$ cat src/rtl/irq_ctrl_pkg.sv
package irq_ctrl_pkg;
    // Fixed source codes; ordinary requests start at SRC_ORD_BASE
    localparam int SRC_TRAP     = 0;
    localparam int SRC_PIN      = 1;
    localparam int SRC_ORD_BASE = 2;

    typedef enum logic [1:0] {
        CLS_NONE = 2'd0,
        CLS_ORD  = 2'd1,
        CLS_PIN  = 2'd2
    } entry_cls_e;

    typedef struct packed {
        logic x;
        logic i;
    } mask_t;
endpackage

$ cat src/rtl/irq_lowest_pick.sv
module irq_lowest_pick #(
    parameter int N_REQ = 8,
    localparam int IDX_W = (N_REQ > 1) ? $clog2(N_REQ) : 1
) (
    input  logic [N_REQ-1:0] req_i,
    output logic             any_o,
    output logic [IDX_W-1:0] idx_o
);
    always_comb begin
        any_o = 1'b0;
        idx_o = '0;
        for (int k = N_REQ - 1; k >= 0; k--) begin
            if (req_i[k]) begin
                any_o = 1'b1;
                idx_o = IDX_W'(k);
            end
        end
    end
endmodule

$ cat src/rtl/mask_bits.sv
module mask_bits
    import irq_ctrl_pkg::*;
(
    input  logic clk,
    input  logic rst_n,
    input  logic sw_wr_i,
    input  logic sw_x_i,
    input  logic sw_i_i,
    input  logic rti_i,
    input  logic rti_x_i,
    input  logic rti_i_i,
    input  logic entry_done_i,
    input  logic entry_pin_i,
    output logic x_o,
    output logic i_o
);
    mask_t m_d, m_q;

    always_comb begin
        m_d = m_q;
        if (sw_wr_i) begin
            m_d.i = sw_i_i;
            m_d.x = m_q.x & sw_x_i;
        end
        if (rti_i) begin
            m_d.x = rti_x_i;
            m_d.i = rti_i_i;
        end
        if (entry_done_i) begin
            m_d.i = 1'b1;
            if (entry_pin_i) begin
                m_d.x = 1'b1;
            end
        end
    end

    always_ff @(posedge clk or negedge rst_n) begin
        if (!rst_n) begin
            m_q <= '{x: 1'b1, i: 1'b1};
        end else begin
            m_q <= m_d;
        end
    end

    assign x_o = m_q.x;
    assign i_o = m_q.i;


    x_no_sw_set_chk: assert property (@(posedge clk) disable iff (!rst_n)
        (sw_wr_i && !m_q.x && !rti_i && !entry_done_i) |=> !m_q.x);


    rti_load_chk: assert property (@(posedge clk) disable iff (!rst_n)
        (rti_i && !entry_done_i) |=> (m_q.x == $past(rti_x_i) && m_q.i == $past(rti_i_i)));
endmodule

$ cat src/rtl/dual_mask_irq_ctrl.sv
module dual_mask_irq_ctrl
    import irq_ctrl_pkg::*;
#(
    parameter int N_IRQ = 8,
    localparam int SRC_W = $clog2(N_IRQ + SRC_ORD_BASE),
    localparam int IDX_W = (N_IRQ > 1) ? $clog2(N_IRQ) : 1
) (
    input  logic             clk,
    input  logic             rst_n,
    input  logic             boundary_i,
    input  logic             trap_req_i,
    input  logic             pin_req_i,
    input  logic [N_IRQ-1:0] irq_req_i,
    input  logic             sw_wr_i,
    input  logic             sw_x_i,
    input  logic             sw_i_i,
    input  logic             stack_done_i,
    input  logic             rti_i,
    input  logic             rti_x_i,
    input  logic             rti_i_i,
    output logic             accept_o,
    output logic [SRC_W-1:0] src_o,
    output logic             x_mask_o,
    output logic             i_mask_o
);
    typedef struct packed {
        entry_cls_e       cls;
        logic             accept;
        logic [SRC_W-1:0] src;
    } arb_t;

    arb_t s_d, s_q;

    logic             ord_any;
    logic [IDX_W-1:0] ord_idx;
    logic             entry_done;
    logic             x_q, i_q;

    irq_lowest_pick #(.N_REQ(N_IRQ)) i_pick (
        .req_i (irq_req_i),
        .any_o (ord_any),
        .idx_o (ord_idx)
    );

    assign entry_done = stack_done_i && (s_q.cls != CLS_NONE);

    mask_bits i_masks (
        .clk          (clk),
        .rst_n        (rst_n),
        .sw_wr_i      (sw_wr_i),
        .sw_x_i       (sw_x_i),
        .sw_i_i       (sw_i_i),
        .rti_i        (rti_i),
        .rti_x_i      (rti_x_i),
        .rti_i_i      (rti_i_i),
        .entry_done_i (entry_done),
        .entry_pin_i  (s_q.cls == CLS_PIN),
        .x_o          (x_q),
        .i_o          (i_q)
    );

    always_comb begin
        s_d = s_q;
        s_d.accept = 1'b0;
        if (entry_done) begin
            s_d.cls = CLS_NONE;
        end
        if (boundary_i && s_q.cls == CLS_NONE) begin
            if (trap_req_i) begin
                s_d.accept = 1'b1;
                s_d.src    = SRC_W'(SRC_TRAP);
                s_d.cls    = CLS_ORD;
            end else if (pin_req_i && !x_q) begin
                s_d.accept = 1'b1;
                s_d.src    = SRC_W'(SRC_PIN);
                s_d.cls    = CLS_PIN;
            end else if (ord_any && !i_q) begin
                s_d.accept = 1'b1;
                s_d.src    = SRC_W'(ord_idx) + SRC_W'(SRC_ORD_BASE);
                s_d.cls    = CLS_ORD;
            end
        end
    end

    always_ff @(posedge clk or negedge rst_n) begin
        if (!rst_n) begin
            s_q <= '{cls: CLS_NONE, accept: 1'b0, src: '0};
        end else begin
            s_q <= s_d;
        end
    end

    assign accept_o = s_q.accept;
    assign src_o    = s_q.src;
    assign x_mask_o = x_q;
    assign i_mask_o = i_q;


    accept_pulse_chk: assert property (@(posedge clk) disable iff (!rst_n)
        accept_o |=> !accept_o);


    accept_at_boundary_chk: assert property (@(posedge clk) disable iff (!rst_n)
        accept_o |-> $past(boundary_i));


    pin_gated_by_x_chk: assert property (@(posedge clk) disable iff (!rst_n)
        (accept_o && src_o == SRC_W'(SRC_PIN)) |-> !$past(x_mask_o));


    ord_gated_by_i_chk: assert property (@(posedge clk) disable iff (!rst_n)
        (accept_o && src_o >= SRC_W'(SRC_ORD_BASE)) |-> !$past(i_mask_o));


    x_rise_cause_chk: assert property (@(posedge clk) disable iff (!rst_n)
        $rose(x_mask_o) |-> $past(rti_i || (stack_done_i && s_q.cls == CLS_PIN)));


    entry_sets_i_chk: assert property (@(posedge clk) disable iff (!rst_n)
        entry_done |=> i_mask_o);
endmodule

$ cat config.mk
export PLATFORM = sky130hd
export DESIGN_NAME = dual_mask_irq_ctrl
export DESIGN_NICKNAME = d
export VERILOG_FILES = /design/src/rtl/irq_ctrl_pkg.sv /design/src/rtl/irq_lowest_pick.sv /design/src/rtl/mask_bits.sv /design/src/rtl/dual_mask_irq_ctrl.sv
export SDC_FILE = /design/constraint.sdc
export NUM_CORES = 1
export LEC_CHECK = 0
export BUFFER_PORTS_ARGS = -buffer_cell sky130_fd_sc_hd__clkbuf_2
export CORE_AREA = 2 2 39 41
export CTS_BUF_LIST = sky130_fd_sc_hd__clkbuf_2 sky130_fd_sc_hd__clkbuf_4 sky130_fd_sc_hd__clkbuf_8
export CTS_CLUSTER_SIZE = 24
export DETAILED_ROUTE_END_ITERATION = 16
export DIE_AREA = 0 0 41 43
export PLACE_DENSITY = 0.77
export SETUP_SLACK_MARGIN = 0.05
export SYNTH_ARGS = -nofsm -noshare
export SYNTH_HDL_FRONTEND = slang
export SYNTH_SLANG_ARGS = --single-unit
export TNS_END_PERCENT = 1
$ cat constraint.sdc
create_clock -name clk -period 1.7 [get_ports clk]
set_input_delay 0.255 -clock clk [delete_from_list [all_inputs] [get_ports clk]]
set_output_delay 0.255 -clock clk [all_outputs]
set_load 0.005 [all_outputs]
==> results.md <==
- Drt via density: 5.187
- Post-synthesis adder-cell area fraction: 2.105%
- Worst VDD drop: 0.0004524 V
- RR Endpoint: src_o[0]$_DFFE_PN0P_
- Crit Path Category: reg2reg
- Largest net degree at the start of global routing: 10
- Clock slew at reported path FFs: 0.06 ns
- Crit-path max cell delay: 0.52 ns
- Layout cells sized above 1: 41.76%
- Mapped Nets: 86
- Number of synthesized flops with an enable pin: 0
- Combinational family with the most area after synthesis: simple AND/OR/NAND/NOR gates
- XOR/XNOR share of the synthesized area: 0%
- Start point of the critical path: s_q[6]$_DFF_PN0_
- Vias in the first global route: 502
- Clk Latency, worst-skew pair: 0.26 ns
- P_leak: 0.3760 nW
- Path type of the worst min-delay path: in2reg
- CTS Sinks: 9
- Gp weighted congestion: 0.7653
- Core Area: 0.001384 mm²
- Post-synthesis cell count: 65
- Root Buffer: clkbuf_4
- Outcome: complete, no violations
- Initial antenna violation count: 0
- Gr busiest metal: met1
- Comb pwr share: 30.0%
- Area growth from synthesis to layout: 25.05%
- Max Freq: 674.3 MHz
- I/O Pins: 27
- Clock Power Share: 26.1%
- Crit Reg-Reg Startpoint: s_q[6]$_DFF_PN0_
- Die Height: 43 µm
- Mapped Area: 594.3 µm²
- Mean cell area of the mapped netlist: 9.143 µm²
- Post-Route WL: 1259 µm
- Die Width: 41 µm
- Fillcell total: 136
- Tcrit/Tclk final: 87.23%
- # setup viols final: 0
- Top FF cell, synth: dfrtp_1
- GRT overflow: 0
- HPWL Detailed: 1051 µm
- WP depth: 4
- Yosys reg bits: 9
- Initial DRC count: 5
- Setup TNS: 0 ns
- RSZ-0062 raised after global routing: false
- Net switching power: 210.4 µW
- Commonest non-fill, non-tap cell in the layout: clkbuf_2
- CP endpoint kind: register
- Flop pwr share: 44.0%
- Worst path arrival time: 1.63 ns
- Switching Share: 30.67%
- Crit path max-delay family: simple AND/OR/NAND/NOR gates
- Syn. warnings: 0
- Fraction of the mapped netlist area in compound gates: 20.63%
- Final Hold Fails: 0
- Post-synth cell types: 32
- Crit start category: register
- Max-cap violations: 0
- Req. time, crit path: 1.85 ns
- Worst path bufs/invs: 0
- Simple-Gate Fraction of Synth Area: 25.26%
- Int Power: 475.6 µW
- GRT Util Overall: 17.39%
- Global Route met3 Usage: 4.712%
- Clock skew: 0.001777 ns
- Critical Path, Cell by Cell: or3b_1 -> a221oi_2 -> nand4_1 -> o211a_1
- Drt wl/cell: 11.77 µm
- Async set-or-reset flop fraction in the synthesized netlist: 100.0%
- Placement Rows: 14
- Diode count: 0
- Worst Tran Pin Value: 0.3833 ns
- Nets: 113
- Worst-path fanout max: 8
- Worst reg2reg path depth: 4
- M2 GR Usage: 24.06%
- CTS tree: built
- CTS max path bufs: 2
- Critical path's slowest cell: or3b_1
- Most frequent cells in the layout: clkbuf_2 (26), dfrtp_1 (7), nand2_1 (6)
- Initial Util: 42.95%
- Fin crit period: 1.483 ns
- DRC: 0
- H-tree levels: 1
- First-pass GRT wire length: 2097 µm
- Die area: 0.001763 mm²
- Drt pass-1 iters: 3
- Slew margin rel.: 74.23%
- Final non-filler cell total: 107
- Slew Viols, Final: 0
- Areal power density over the cells: 923.0 mW/mm²
- R2r setup slk: 0.22 ns
- GRT met1 Usage: 25.33%
- DP Cell Count: 102
- PortBufs: 26
- Cts bufs inserted: 3
- Sequential area share after synthesis: 38.32%
- Final ANT Viol Nets: 0
- DR vias: 555
- Post-synthesis mux area share: 3.579%
- Critical Path Sink: src_o[0]$_DFFE_PN0P_
[power by group through the flow]
stage | clock (mW) | sequential (mW) | combinational [mW]
final | 0.179 | 0.302 | 0.206
after global routing | 0.205 | 0.309 | 0.230
after CTS | 0.187 | 0.303 | 0.207
after detailed placement | 0 | 0.306 | 0.205
after global placement | 0 | 0.304 | 0.202
after floorplan | 0 | 0.298 | 0.159
[metal layers]
| layer | vias up | share of wire, % |
|---|---|---|
| met5 | - | 0 |
| met4 | 0 | 0.79 |
| met3 | 2 | 5.8 |
| met2 | 18 | 46 |
| met1 | 246 | 48 |
| li1 | 289 | - |
[logic make-up (layout without fill, tap and decap cells)]
logic type / after synthesis / count (layout)
AO/OA/AOI/OAI: 17 / 17
adder cells (fa/ha/maj): 1 / 1
buffers and inverters: 10 / 36
flip-flops: 9 / 9
multiplexers: 2 / 2
AND/OR/NAND/NOR: 26 / 26
[worst reg2reg max path: stages, from the launching register on]
cell      delay, ns
dfrtp_1        0.39
or3b_1         0.52
a221oi_2       0.23
nand4_1        0.12
o211a_1        0.12
[cell type report]
class                      count  area (µm²)  area share (%)
clock buffer                   4       30.03           4.040
inverter                       5       18.77           2.525
multi-input combinational     46       306.5           41.25
sequential                     9       227.7           30.64
tap                           16       20.02           2.694
timing repair buffer          27       140.1           18.86
[per-stage QoR]
stage	hold WS [ns]	setup WS [ns]	utilization, %	cell area (µm²)	total power, mW
2_1_floorplan	-0.04059	0.3374	-	594.3	0.4572
6_report	0.2133	0.2170	53.71	743.2	0.6860
3_3_place_gp	0.1201	0.2419	50.81	703.2	0.5054
3_5_place_dp	0.1280	0.2130	50.81	703.2	0.5115
4_1_cts	0.2059	0.2147	53.71	743.2	0.6972
5_1_grt	0.2023	0.1302	53.71	743.2	0.7443
[Yosys cell counts, drive strengths merged (2+ instances only)]
master / number / area [µm²]
buf: 5 / 41.29
nor2: 3 / 11.26
dfrtp: 7 / 175.2
nand3: 4 / 20.02
nand4: 3 / 18.77
dfstp: 2 / 52.55
nand2: 6 / 22.52
nor4: 2 / 25.02
inv: 5 / 18.77
a21oi: 4 / 23.77
nor2b: 2 / 12.51
o21ai: 4 / 20.02
[worst min path at each step]
stage / startpoint / to / cells past startpoint
finish: stack_done_i / s_q[6]$_DFF_PN0_ / 2
CTS: stack_done_i / s_q[6]$_DFF_PN0_ / 2
floorplan: rst_n / accept_o$_DFF_PN0_ / 0
global route: stack_done_i / s_q[5]$_DFF_PN0_ / 2
global placement: rst_n / src_o[1]$_DFFE_PN0P_ / 1
detailed placement: rst_n / src_o[1]$_DFFE_PN0P_ / 1
[registers in the layout, summed over array words and instances (netlist names)]
| name | flops |
|---|---|
| i_masks.i_o | 1 |
| accept_o | 1 |
| i_masks.x_o | 1 |
| s_q | 2 |
| src_o | 4 |
[what timing repair did]
action,CTS,global route
hold endpoints to repair,7,0
setup buffers,0,0
hold buffers,1,0
resized for setup,0,0
No activity file was read; power rests on OpenSTA's default activity.
